$ cat src/rtl/vic_pkg.sv
package vic_pkg;
  localparam int IDX_W = 4;
  localparam int NPOS  = 1 << IDX_W;

  typedef enum logic [2:0] {
    A_BASE  = 3'd0,
    A_SENSE = 3'd1,
    A_POLAR = 3'd2,
    A_MASK  = 3'd3,
    A_PEND  = 3'd4,
    A_FIRST = 3'd5,
    A_MODE  = 3'd6,
    A_INSV  = 3'd7
  } reg_addr_e;

  // circular distance from the first-priority position
  function automatic logic [IDX_W-1:0] rank_of(input logic [IDX_W-1:0] pos,
                                               input logic [IDX_W-1:0] first);
    return pos - first;
  endfunction

  function automatic logic [2*IDX_W-1:0] make_vec(input logic [IDX_W-1:0] base,
                                                  input logic [IDX_W-1:0] idx);
    return {base, idx};
  endfunction
endpackage

$ cat src/rtl/vic_sense.sv
module vic_sense #(
  parameter int NHW = 8
) (
  input  logic           clk,
  input  logic           rst_n,
  input  logic [NHW-1:0] hw_i,
  input  logic [NHW-1:0] edge_mode,
  input  logic [NHW-1:0] polar,
  input  logic [NHW-1:0] clr,
  output logic [NHW-1:0] pend
);
  for (genvar g = 0; g < NHW; g++) begin : g_line
    logic s1, s2, prv, latch;
    logic q_now, q_prev, edge_hit;

    always_ff @(posedge clk or negedge rst_n) begin
      if (!rst_n) begin
        s1 <= 1'b0; s2 <= 1'b0; prv <= 1'b0;
      end else begin
        s1 <= hw_i[g]; s2 <= s1; prv <= s2;
      end
    end

    assign q_now    = s2 ^ polar[g];
    assign q_prev   = prv ^ polar[g];
    assign edge_hit = q_now & ~q_prev;

    always_ff @(posedge clk or negedge rst_n) begin
      if (!rst_n)                      latch <= 1'b0;
      else if (!edge_mode[g])          latch <= 1'b0;
      else if (edge_hit)               latch <= 1'b1;
      else if (clr[g])                 latch <= 1'b0;
    end

    assign pend[g] = edge_mode[g] ? latch : q_now;

    // a latched edge is held until cleared
    a_r3_edge_held: assert property (@(posedge clk) disable iff (!rst_n)
      (edge_mode[g] && latch && !clr[g]) |=> (latch || !edge_mode[g]));
  end
endmodule

$ cat src/rtl/vic_arbiter.sv
module vic_arbiter
  import vic_pkg::*;
#(
  parameter int N  = NPOS,
  parameter int IW = IDX_W
) (
  input  logic          clk,
  input  logic          rst_n,
  input  logic [N-1:0]  req,
  input  logic [N-1:0]  insv,
  input  logic [IW-1:0] first,
  output logic          win_valid,
  output logic [IW-1:0] win_idx,
  output logic          isv_any,
  output logic [IW-1:0] isv_idx
);
  logic [IW:0] win_k, isv_k;

  always_comb begin
    logic [IW-1:0] p;
    win_k = (IW+1)'(N);
    isv_k = (IW+1)'(N);
    for (int k = N - 1; k >= 0; k--) begin
      p = first + IW'(k);
      if (req[p])  win_k = (IW+1)'(k);
      if (insv[p]) isv_k = (IW+1)'(k);
    end
  end

  assign win_valid = win_k < isv_k;
  assign isv_any   = isv_k != (IW+1)'(N);
  assign win_idx   = first + win_k[IW-1:0];
  assign isv_idx   = first + isv_k[IW-1:0];

  // a winner is never already in service and outranks all in service
  a_r9_win_not_insv: assert property (@(posedge clk) disable iff (!rst_n)
    win_valid |-> !insv[win_idx]);
  a_r9_win_outranks: assert property (@(posedge clk) disable iff (!rst_n)
    (win_valid && isv_any) |-> (rank_of(win_idx, first) < rank_of(isv_idx, first)));
endmodule

$ cat src/rtl/vic16_ctrl.sv
module vic16_ctrl
  import vic_pkg::*;
#(
  parameter int NUM_HW = 8,
  parameter int DATA_W = 16,
  parameter int ADDR_W = 3,
  localparam int NSW   = NPOS - NUM_HW,
  localparam int VEC_W = 2 * IDX_W
) (
  input  logic              clk,
  input  logic              rst_n,
  input  logic [NUM_HW-1:0] hw_irq_i,
  input  logic              wr_en_i,
  input  logic [ADDR_W-1:0] addr_i,
  input  logic [DATA_W-1:0] wdata_i,
  output logic [DATA_W-1:0] rdata_o,
  output logic              irq_o,
  output logic [VEC_W-1:0]  vec_o,
  input  logic              ack_i,
  input  logic              eoi_i
);
  logic [IDX_W-1:0]  base_q, first_q;
  logic [NUM_HW-1:0] sense_q, polar_q, hw_pend;
  logic [NPOS-1:0]   mask_q, insv_q, pend_all, ack_hot;
  logic [NSW-1:0]    swp_q;
  logic              rot_q;

  logic              win_valid, isv_any, ack_fire, wr_first;
  logic [IDX_W-1:0]  win_idx, isv_idx;

  assign ack_fire = ack_i & win_valid;
  assign ack_hot  = ack_fire ? (NPOS'(1) << win_idx) : '0;
  assign wr_first = wr_en_i && (addr_i == A_FIRST);

  vic_sense #(.NHW(NUM_HW)) u_sense (
    .clk(clk), .rst_n(rst_n), .hw_i(hw_irq_i), .edge_mode(sense_q),
    .polar(polar_q), .clr(ack_hot[NUM_HW-1:0]), .pend(hw_pend)
  );

  assign pend_all = {swp_q, hw_pend};

  vic_arbiter #(.N(NPOS), .IW(IDX_W)) u_arb (
    .clk(clk), .rst_n(rst_n), .req(pend_all & ~mask_q), .insv(insv_q),
    .first(first_q), .win_valid(win_valid), .win_idx(win_idx),
    .isv_any(isv_any), .isv_idx(isv_idx)
  );

  always_ff @(posedge clk or negedge rst_n) begin
    if (!rst_n) begin
      base_q <= '0; sense_q <= '0; polar_q <= '0; mask_q <= '0; rot_q <= 1'b0;
    end else if (wr_en_i) begin
      case (addr_i)
        A_BASE:  base_q  <= wdata_i[IDX_W-1:0];
        A_SENSE: sense_q <= wdata_i[NUM_HW-1:0];
        A_POLAR: polar_q <= wdata_i[NUM_HW-1:0];
        A_MASK:  mask_q  <= wdata_i[NPOS-1:0];
        A_MODE:  rot_q   <= wdata_i[0];
        default: ;
      endcase
    end
  end

  always_ff @(posedge clk or negedge rst_n) begin
    if (!rst_n) swp_q <= '0;
    else swp_q <= (swp_q & ~ack_hot[NPOS-1:NUM_HW])
                | ((wr_en_i && addr_i == A_PEND) ? wdata_i[NPOS-1:NUM_HW] : '0);
  end

  always_ff @(posedge clk or negedge rst_n) begin
    if (!rst_n) insv_q <= '0;
    else insv_q <= (insv_q & ~((eoi_i && isv_any) ? (NPOS'(1) << isv_idx) : '0))
                 | ack_hot;
  end

  always_ff @(posedge clk or negedge rst_n) begin
    if (!rst_n)                first_q <= '0;
    else if (wr_first)         first_q <= wdata_i[IDX_W-1:0];
    else if (ack_fire && rot_q) first_q <= win_idx + IDX_W'(1);
  end

  always_comb begin
    case (addr_i)
      A_BASE:  rdata_o = DATA_W'(base_q);
      A_SENSE: rdata_o = DATA_W'(sense_q);
      A_POLAR: rdata_o = DATA_W'(polar_q);
      A_MASK:  rdata_o = DATA_W'(mask_q);
      A_PEND:  rdata_o = DATA_W'(pend_all);
      A_FIRST: rdata_o = DATA_W'(first_q);
      A_MODE:  rdata_o = DATA_W'(rot_q);
      default: rdata_o = DATA_W'(insv_q);
    endcase
  end

  assign irq_o = win_valid;
  assign vec_o = make_vec(base_q, win_idx);

  // acknowledge marks the winner in service
  a_r8_ack_sets_insv: assert property (@(posedge clk) disable iff (!rst_n)
    (ack_i && irq_o) |=> insv_q[$past(win_idx)]);
  // acknowledge without a request changes nothing in service
  a_r8_idle_ack: assert property (@(posedge clk) disable iff (!rst_n)
    (ack_i && !irq_o && !eoi_i) |=> (insv_q == $past(insv_q)));
  // end-of-interrupt retires the top in-service position
  a_r10_eoi_clears: assert property (@(posedge clk) disable iff (!rst_n)
    (eoi_i && isv_any && !(ack_i && irq_o)) |=> !insv_q[$past(isv_idx)]);
  // masked positions never win
  a_r5_masked_quiet: assert property (@(posedge clk) disable iff (!rst_n)
    irq_o |-> !mask_q[win_idx]);
  // rotation and fixed hold of the first-priority index
  a_r11_rotate: assert property (@(posedge clk) disable iff (!rst_n)
    (ack_i && irq_o && rot_q && !wr_first) |=> (first_q == IDX_W'($past(win_idx) + 4'd1)));
  a_r11_fixed: assert property (@(posedge clk) disable iff (!rst_n)
    (!rot_q && !wr_first) |=> (first_q == $past(first_q)));
endmodule

$ cat config.mk
export PLATFORM = sky130hd
export DESIGN_NAME = vic16_ctrl
export DESIGN_NICKNAME = d
export VERILOG_FILES = /design/src/rtl/vic_pkg.sv /design/src/rtl/vic_sense.sv /design/src/rtl/vic_arbiter.sv /design/src/rtl/vic16_ctrl.sv
export SDC_FILE = /design/constraint.sdc
export NUM_CORES = 1
export LEC_CHECK = 0
export BUFFER_PORTS_ARGS = -buffer_cell sky130_fd_sc_hd__buf_2
export CORE_UTILIZATION = 50
export CTS_BUF_LIST = sky130_fd_sc_hd__clkbuf_4 sky130_fd_sc_hd__clkbuf_8
export CTS_CLUSTER_SIZE = 28
export DETAILED_ROUTE_END_ITERATION = 6
export GPL_TIMING_DRIVEN = 0
export HOLD_SLACK_MARGIN = 0.06
export PLACE_DENSITY = 0.68
export SLEW_MARGIN = 20
export SYNTH_ARGS = -nofsm -noshare
export SYNTH_HDL_FRONTEND = slang
export SYNTH_SLANG_ARGS = --single-unit
$ cat constraint.sdc
create_clock -name clk -period 6.55 [get_ports clk]
set_input_delay 1.31 -clock clk [delete_from_list [all_inputs] [get_ports clk]]
set_output_delay 1.31 -clock clk [all_outputs]
set_load 0.05 [all_outputs]
==> results of run 1 <==
==> flip-flops by register name, summed over array words and instances (netlist names), 8 cells and up <==
register and flops:
insv_q 16, mask_q 16, polar_q 8, sense_q 8, swp_q 8, u_sense.g_line.latch 8
u_sense.g_line.prv 8, u_sense.g_line.s1 8, u_sense.g_line.s2 8
==> cell type report <==
cell class                      instances  area [µm²]  share of cell area
Multi-Input combinational cell        622        5080               0.572
Sequential cell                        97        2430               0.274
Timing Repair Buffer                   74         465              0.0525
Buffer                                 38         294              0.0332
Tap cell                              188         235              0.0265
Inverter                               32         148              0.0166
Clock buffer                            9         124              0.0140
Clock inverter                          7        96.3              0.0109
==> stage by stage <==
| step | instances | area [µm²] | hold WS [ns] | setup WS, ns | utilization |
|---|---|---|---|---|---|
| global placement | 1033 | 8240 | 0.332 | -1.34 | 0.544 |
| floorplan | 791 | 7730 | 0.331 | 0.112 | - |
| CTS | 1062 | 8750 | 0.361 | 0.0130 | 0.578 |
| finish | 1067 | 8870 | 0.360 | 0.119 | 0.586 |
| global route | 1067 | 8870 | 0.368 | -0.0484 | 0.586 |
| detailed placement | 1035 | 8290 | 0.335 | -1.42 | 0.548 |
==> layer usage <==
layer	global-route usage	share of wire
met3	0.0654	0.086
met5	0	0
met2	0.516	0.46
met1	0.454	0.42
met4	0.123	0.032
==> placed cells by master, fill, tap and decap left out, types with 16 or more instances in the layout <==
cell type	n
sky130_fd_sc_hd__buf_4	20
sky130_fd_sc_hd__dfrtp_1	95
sky130_fd_sc_hd__o21ai_0	63
sky130_fd_sc_hd__nand2b_1	21
sky130_fd_sc_hd__inv_1	25
sky130_fd_sc_hd__mux4_2	38
sky130_fd_sc_hd__a21oi_1	46
sky130_fd_sc_hd__nand2_1	65
sky130_fd_sc_hd__o2111ai_1	19
sky130_fd_sc_hd__buf_2	53
sky130_fd_sc_hd__a22o_1	16
sky130_fd_sc_hd__nor2_1	54
sky130_fd_sc_hd__ha_1	19
sky130_fd_sc_hd__mux2i_1	21
sky130_fd_sc_hd__mux2_2	46
sky130_fd_sc_hd__clkbuf_1	16
==> cells by family after synthesis <==
logic type | after synthesis | share of synthesized area
and+or+nand+nor | 213 | 0.138
buffers and inverters | 72 | 0.0469
adders and majority gates | 23 | 0.0388
AOI/OAI and AO/OA | 250 | 0.218
DFF | 97 | 0.314
xor gates and xnor gates | 28 | 0.0356
muxes | 108 | 0.209
==> final timing paths <==
kind	from	end	slack, ns	depth (start not counted)
hold / removal	u_sense.g_line[1].s1	u_sense.g_line[1].s2	0.36	0
setup / recovery	first_q[0]	vec_o[3]	0.12	22
setup reg to reg	first_q[0]	u_sense.g_line[0].latch	0.77	24
min in group asynchronous	rst_n	sense_q[2]	0.72	1
max in group asynchronous	rst_n	first_q[1]	5.16	2
hold reg to reg	u_sense.g_line[1].s1	u_sense.g_line[1].s2	0.36	0
==> timing repair <==
action                     in CTS  in global routing
pin swaps                       8                  8
setup buffers                  12                  6
setup endpoints to repair      38                  3
resized for setup              46                 22
==> run summary, run 1 <==
For the post-synth design cell area, the log shows 7730 µm². The run gives 0.510 as the initial core utilization. The run finished with clean final reports. The count of max-cap constraint violations was 0. For the max-slew violation count, the log shows 0.

Once detail routing completed, the nets flagged for antenna violations numbered 0. Setup repair after global routing could not meet its margin everywhere. Relative slew slack: 0.489. The first-pass GRT wire length came out at 39400 µm. In this run the deepest clock path goes through 2 buffers. The die boundary height came out at 126 µm. The tools report the number of sinks on the clock net as 97. Most used flip-flop cell after synthesis: sky130_fd_sc_hd__dfrtp_1. The critical path is of the reg2out type. The run gives 0 as the count of endpoints failing setup in the final report.

The largest fanout on the critical path was 17; the largest net degree at the start of global routing was 84. TritonCTS built the clock tree. The final hold violation count is 0. The signal on the critical path passes through buf_12, clkinv_8, buf_8, ha_1, xnor2_2, nor2_1, a21boi_1, a311oi_2, a31oi_2, nor2_1, nor3_1, o31ai_1, a211oi_2, o21ai_2, inv_2, ha_1, a21o_1, maj3_1, nand2_2, xnor2_2, inv_2, buf_6.

The total CTS buffers is 9. Width of the chip: 126 µm. The final cycle utilization of the critical path was 0.982. The area growth from synthesis to layout is 14.7%. The count of buffers added on input and output ports is 54.

Synthesis produced a netlist with a net count of 845. The aggregate global routing overflow was 0; the area of the core was 15100 µm². Counting flops with a built-in enable in the synthesized netlist gives 0. The shortest clock period the worst path allows after layout was 6.43 ns. Via density per instance: 6.77. Hold repair after CTS inserted 0 buffers.

Buffer type at the clock tree root: sky130_fd_sc_hd__clkbuf_8. Final antenna diode count: 0. Ranked by total cell area, the synthesized netlist is headed by sky130_fd_sc_hd__dfrtp_1 31%, sky130_fd_sc_hd__mux4_2 11%, sky130_fd_sc_hd__mux2_2 6.7%.

In this run the count of I/O pins placed on the die edge is 57. The first detailed-routing pass ran for 5 iterations. The layout has 1302 filler cells. Register area share after synthesis: 0.314.

The class of the most critical hold timing path was reg2reg. The placed wire-length estimate was 19300 µm. Averaged over all synthesized cells, the footprint is 9.77 µm². The clock slew at the register clock pins of the worst setup and hold paths was 0.11 ns. Among all cell types in the netlist, the one instantiated most often is sky130_fd_sc_hd__dfrtp_1. The detailed router placed 7224 vias in this run. The worst-skew pair later-pin latency is 0.39 ns, and the transition time at the pin with the least slew margin is 0.756 ns. The number of rows created at floorplan is 45. In the synthesized netlist, the cells that appear most often are 97 x sky130_fd_sc_hd__dfrtp_1, 66 x sky130_fd_sc_hd__nand2_1, 65 x sky130_fd_sc_hd__o21ai_0.

Counting distinct cell types in the post-synthesis netlist gives 71. Critical path's slowest cell: sky130_fd_sc_hd__xnor2_2. The die covers 16000 µm². The final layout contains 928 nets. The area fraction of the dominant cell type after synthesis is 0.314. After detailed routing, the average wire length per cell comes to 23.8 µm. STA classifies the critical path endpoint as a primary output. Data on the critical path arrives at its endpoint at 5.12 ns.

The number of DRC violations after detailed routing came out at 0. The synthesized design spends more area on one cell type than any other, namely sky130_fd_sc_hd__dfrtp_1. The H-tree generated during clock tree synthesis spans 3 levels. Setup total negative slack on the finished layout was measured at 0 ns.

The number of antenna violations at the first check in global routing was 0; the warning count from the yosys run was 0. The run gives 0.329 as the overall global routing resource usage. Between clock sinks in the finished design, the worst skew comes to 0.0146 ns.

The number of global-route vias before repair is 6936, and the number of violations reported at the end of detailed-routing iteration 0 is 756. The largest single stage delay on the critical path is 0.51 ns. The critical path contains buffers and inverters numbering 6 combined.

The wire length after detailed routing is 25400 µm, and the cell count after synthesis is 791. The worst setup path is launched from a flop. Static timing analysis puts the maximum clock frequency at 155 MHz.

At the end of routability-driven placement, the weighted congestion stood at 0.964. The fraction of registers with async set/reset was 1.00; the share of post-route cells with drive strength above 1 was 0.278. On the critical path the largest part of the delay comes from compound AO/OA/AOI/OAI gates. After synthesis the netlist holds a flip-flop and latch count of 97. For the data required time at the worst endpoint, the log shows 5.24 ns.
Power of run 1 is not shown: default switching activity piles up to over one toggle a cycle in this logic, so the estimate is an artifact.
==> run 2: changes to the inputs <==
--- a/config.mk
+++ b/config.mk
@@ -5,6 +5,7 @@
 export SDC_FILE = /design/constraint.sdc
 export NUM_CORES = 1
 export LEC_CHECK = 0
+export ABC_AREA = 1
 export BUFFER_PORTS_ARGS = -buffer_cell sky130_fd_sc_hd__buf_2
 export CORE_UTILIZATION = 50
 export CTS_BUF_LIST = sky130_fd_sc_hd__clkbuf_4 sky130_fd_sc_hd__clkbuf_8
@@ -16,4 +17,5 @@
 export SLEW_MARGIN = 20
 export SYNTH_ARGS = -nofsm -noshare
 export SYNTH_HDL_FRONTEND = slang
+export SYNTH_HIERARCHICAL = 1
 export SYNTH_SLANG_ARGS = --single-unit
==> run 2 against run 1 <==
Effect of this change:
- via count grew 2.9%
- final cell count grew 27%
- sequential cell count is the same
- highest routed layer unchanged
- register-to-register slack gained 0.36 ns
- critical endpoint is now vec_o[1]
- first-iteration DRC count shrank 13%
- synthesized cell count grew 39%
- largest cell class unchanged
==> run summary, run 2 <==
The number of nets still failing antenna checks after routing was 0 (unchanged); the compound-gate portion of the synthesized area was 0.124 (-0.0935). By count the netlist is led by 317 x sky130_fd_sc_hd__nand2_1, 195 x sky130_fd_sc_hd__nand3_1, 149 x sky130_fd_sc_hd__inv_1. The routability-driven placement congestion ratio is 0.971 (+0.67%), and the synthesis-stage register bit count is 97 (unchanged). The filler cell count in the final layout was 1473 (+13%).

The tools report the via count as 7431 (+2.9%). The library cell with the largest summed area after synthesis is sky130_fd_sc_hd__dfrtp_1. The run gives 0 (unchanged) as the aggregate global routing overflow. The tools report the number of buffers inserted by hold repair at cts as 0 (unchanged).

The final total negative setup slack came out at 0 ns (unchanged). The clock slew at the register clock pins of the worst setup and hold paths was 0.09 ns (-0.02 ns); the count of nets after finishing was 1224 (+32%). The max-slew violation count is 0 (unchanged), and the average size of a mapped cell is 6.77 µm² (-31%). The area of the core was 14500 µm² (-4.0%). The final cycle utilization of the critical path is 0.932 (-0.0498), and the post-synth design cell area is 7440 µm² (-3.8%). For the number of sinks on the clock net, the log shows 97 (unchanged). Worst-skew pair later-pin latency: 0.37 ns (-0.02 ns).

The flow ran to the end, and the final reports show no timing, DRC or antenna violations. The run gives 1099 (+39%) as the cell count after synthesis. The warning count from the yosys run came out at 6 (+6).

The width of the chip was 124 µm (-1.9%); the stage delay of the slowest cell on the critical path was 0.50 ns (about the same). The overall global routing resource usage came out at 0.301 (-0.0278). Die boundary height: 124 µm (-1.9%). The number of levels the H-tree was split into was 3 (unchanged); the synthesized netlist net count was 1156 (+37%).

The tools report the wire length after detailed routing as 22000 µm (-13%). The most used flip-flop cell after synthesis is sky130_fd_sc_hd__dfrtp_1. The fraction of registers with async set/reset was 1.00 (unchanged). TritonCTS built the clock tree. Count of distinct cell types in the synthesized netlist: 40 (-44%). The critical path is of the reg2out type. The tools report the I/O pin count as 57 (unchanged).

The tools report the number of violations reported at the end of detailed-routing iteration 0 as 661 (-13%). The cell with the most instances after synthesis was sky130_fd_sc_hd__nand2_1. Setup repair after global routing left no endpoint under its margin. The multiplexer share of the synthesized area works out to 0 (-0.209). The post-synthesis share of cell area spent on full adders, half adders and majority gates was 0.0441 (+0.00523).

The area fraction of the dominant cell type after synthesis was 0.326 (+0.0124). The run gives 0.0165 ns (+0.00185 ns) as the worst clock skew on the final layout. The count of input and output buffers works out to 55 (+1.9%). The run gives 4.80 ns (-0.32 ns) as the signal arrival time at the worst endpoint.

The critical path's slowest cell is sky130_fd_sc_hd__dfrtp_2. The area share of xor/xnor cells in the synthesized design is 0.0215 (-0.0141). The tools report the buffer type at the clock tree root as sky130_fd_sc_hd__clkbuf_8. The placed wire-length estimate was 17500 µm (-9.2%); the number of DRC violations after detailed routing was 0 (unchanged).

The register area share after synthesis is 0.326 (+0.0124), and the number of antenna violations at the first check in global routing is 0 (unchanged). The logs give 7 (+2) for the first-pass iteration count of the detailed router and 9 (unchanged) for the total CTS buffers. The final antenna diode count is 0 (unchanged), and the total area of multi-input combinational cells is 4150 µm² (-18%). The tools report the top achievable clock speed as 164 MHz (+5.3%). The largest registers in the layout are insv_q: 16 flops, mask_q: 16 flops. The buffer levels on the longest clock path came out at 2 (unchanged). The largest fanout on the critical path was 14 (-3); the largest net degree at the start of global routing was 53 (-37%). The number of enable-type register cells in the synthesized netlist works out to 0 (unchanged). Sorting the synthesized cells by area gives the leading types as sky130_fd_sc_hd__dfrtp_1 33%, sky130_fd_sc_hd__nand2_1 16%, sky130_fd_sc_hd__nand3_1 13%. In this design, the largest share of critical-path delay is due to buffers and inverters. The average wire per standard cell came out at 16.2 µm (-32%).

The combinational family with the most area after synthesis is simple AND/OR/NAND/NOR gates. The run gives 0.627 (+0.138) as the relative slew slack. Compared with the post-synthesis result, the final layout area differs by 10.3%.

STA classifies the critical path startpoint as a flop. The area of all sequential standard cells is 2430 µm² (about the same). The data required time at the worst endpoint was 5.24 ns (about the same); the count of max-cap constraint violations was 0 (unchanged).

The most common library cell in the layout ignoring fill and taps is sky130_fd_sc_hd__nand2_1. The run gives 44 (-2.2%) as the number of rows created at floorplan. The via density per instance was 5.48 (-19%); the overall die area was 15400 µm² (-3.7%). The final hold violation count was 0 (unchanged); the first-pass GRT wire length was 34700 µm (-12%). The most numerous cell type found on the critical path is sky130_fd_sc_hd__nand2_1. The worst setup path is captured at a primary output. The share of post-route cells with drive strength above 1 was 0.144 (-0.133); the number of buffer and inverter instances along the worst setup path was 10 (+4). In the layout the commonest cells are 317 x sky130_fd_sc_hd__nand2_1, 195 x sky130_fd_sc_hd__nand3_1, 149 x sky130_fd_sc_hd__inv_1. Area share of and/or/nand/nor cells after synthesis: 0.365 (+0.227). The initial core utilization is 0.512 (+0.00134). Shortest clock period the worst path allows after layout: 6.11 ns (-0.326 ns). The run gives 6846 (-1.3%) as the number of global-route vias before repair. For the count of endpoints failing setup in the final report, the log shows 0 (unchanged).

The transition time at the pin with the least slew margin came out at 0.557 ns (-0.199 ns). The class of the most critical hold timing path is reg2reg.
run 2: changes by cell type in the layout (fill, tap and decap cells not counted), moves of 36 or more:
cell and change:
sky130_fd_sc_hd__nand3_1 +181, sky130_fd_sc_hd__a21oi_1 -36, sky130_fd_sc_hd__inv_1 +124, sky130_fd_sc_hd__mux2_2 -46, sky130_fd_sc_hd__mux4_2 -38, sky130_fd_sc_hd__nand2_1 +252
run 2: worst paths after layout:
path / slack (ns) / startpoint / cells after the start / to
worst max-delay path: 0.44 / first_q[1] / 31 / vec_o[1]
worst min-delay path: 0.36 / u_sense/g_line[2].s1 / 0 / u_sense/g_line[2].s2
worst max register to register: 1.13 / first_q[1] / 28 / u_sense/g_line[2].latch
worst min register to register: 0.36 / u_sense/g_line[2].s1 / 0 / u_sense/g_line[2].s2
max in group asynchronous: 5.09 / rst_n / 2 / first_q[1]
min in group asynchronous: 0.85 / rst_n / 1 / u_sense/g_line[7].latch
run 2: layout make-up:
class,count,area share
clock inverter,3,0.00259
buffer,32,0.0330
sequential,97,0.296
inverter,159,0.0746
tap,184,0.0281
multi-input combinational,811,0.506
timing repair buffer,57,0.0389
clock buffer,13,0.0211
run 2: logic make-up (layout without fill, tap and decap cells):
kind of cell,after synthesis,after routing
DFF,97,97
and+or+nand+nor,616,616
xor gates and xnor gates,14,14
adders and majority gates,25,25
buffers and inverters,191,264
AOI/OAI and AO/OA,156,156
run 2: timing repair:
action	4_1_cts	5_1_grt
resized for setup	1	3
setup buffers	0	1
pin swaps	0	1
setup endpoints to repair	1	3
run 2: through the flow:
| stage | area, µm² | hold WS, ns | worst slack (ns) | instances | utilization |
|---|---|---|---|---|---|
| final | 8200 | 0.356 | 0.445 | 1356 | 0.564 |
| after global routing | 8200 | 0.362 | 0.0594 | 1356 | 0.564 |
| after CTS | 8180 | 0.358 | 0.208 | 1355 | 0.563 |
| after detailed placement | 7980 | 0.337 | 0.419 | 1339 | 0.549 |
| after global placement | 7940 | 0.331 | 0.445 | 1338 | 0.547 |
| after floorplan | 7440 | 0.331 | 0.957 | 1099 | - |
run 2: layer usage:
layer	up-vias	global-route usage	part of all wire
met5	-	0	0
met4	0	0.124	0.033
met3	50	0.0339	0.054
met2	271	0.526	0.49
met1	3415	0.379	0.42
li1	3695	-	-
run 2: worst reg2reg max path: cells and delay by family, from the launching register on:
family                   cells  cell delay [ns]
buffers and inverters       10             1.78
flip-flops                   1             0.50
AO/OA/AOI/OAI                6             1.09
adder cells (fa/ha/maj)      2             0.62
AND/OR/NAND/NOR             10             1.31
Power of run 2 is left out for the same reason.
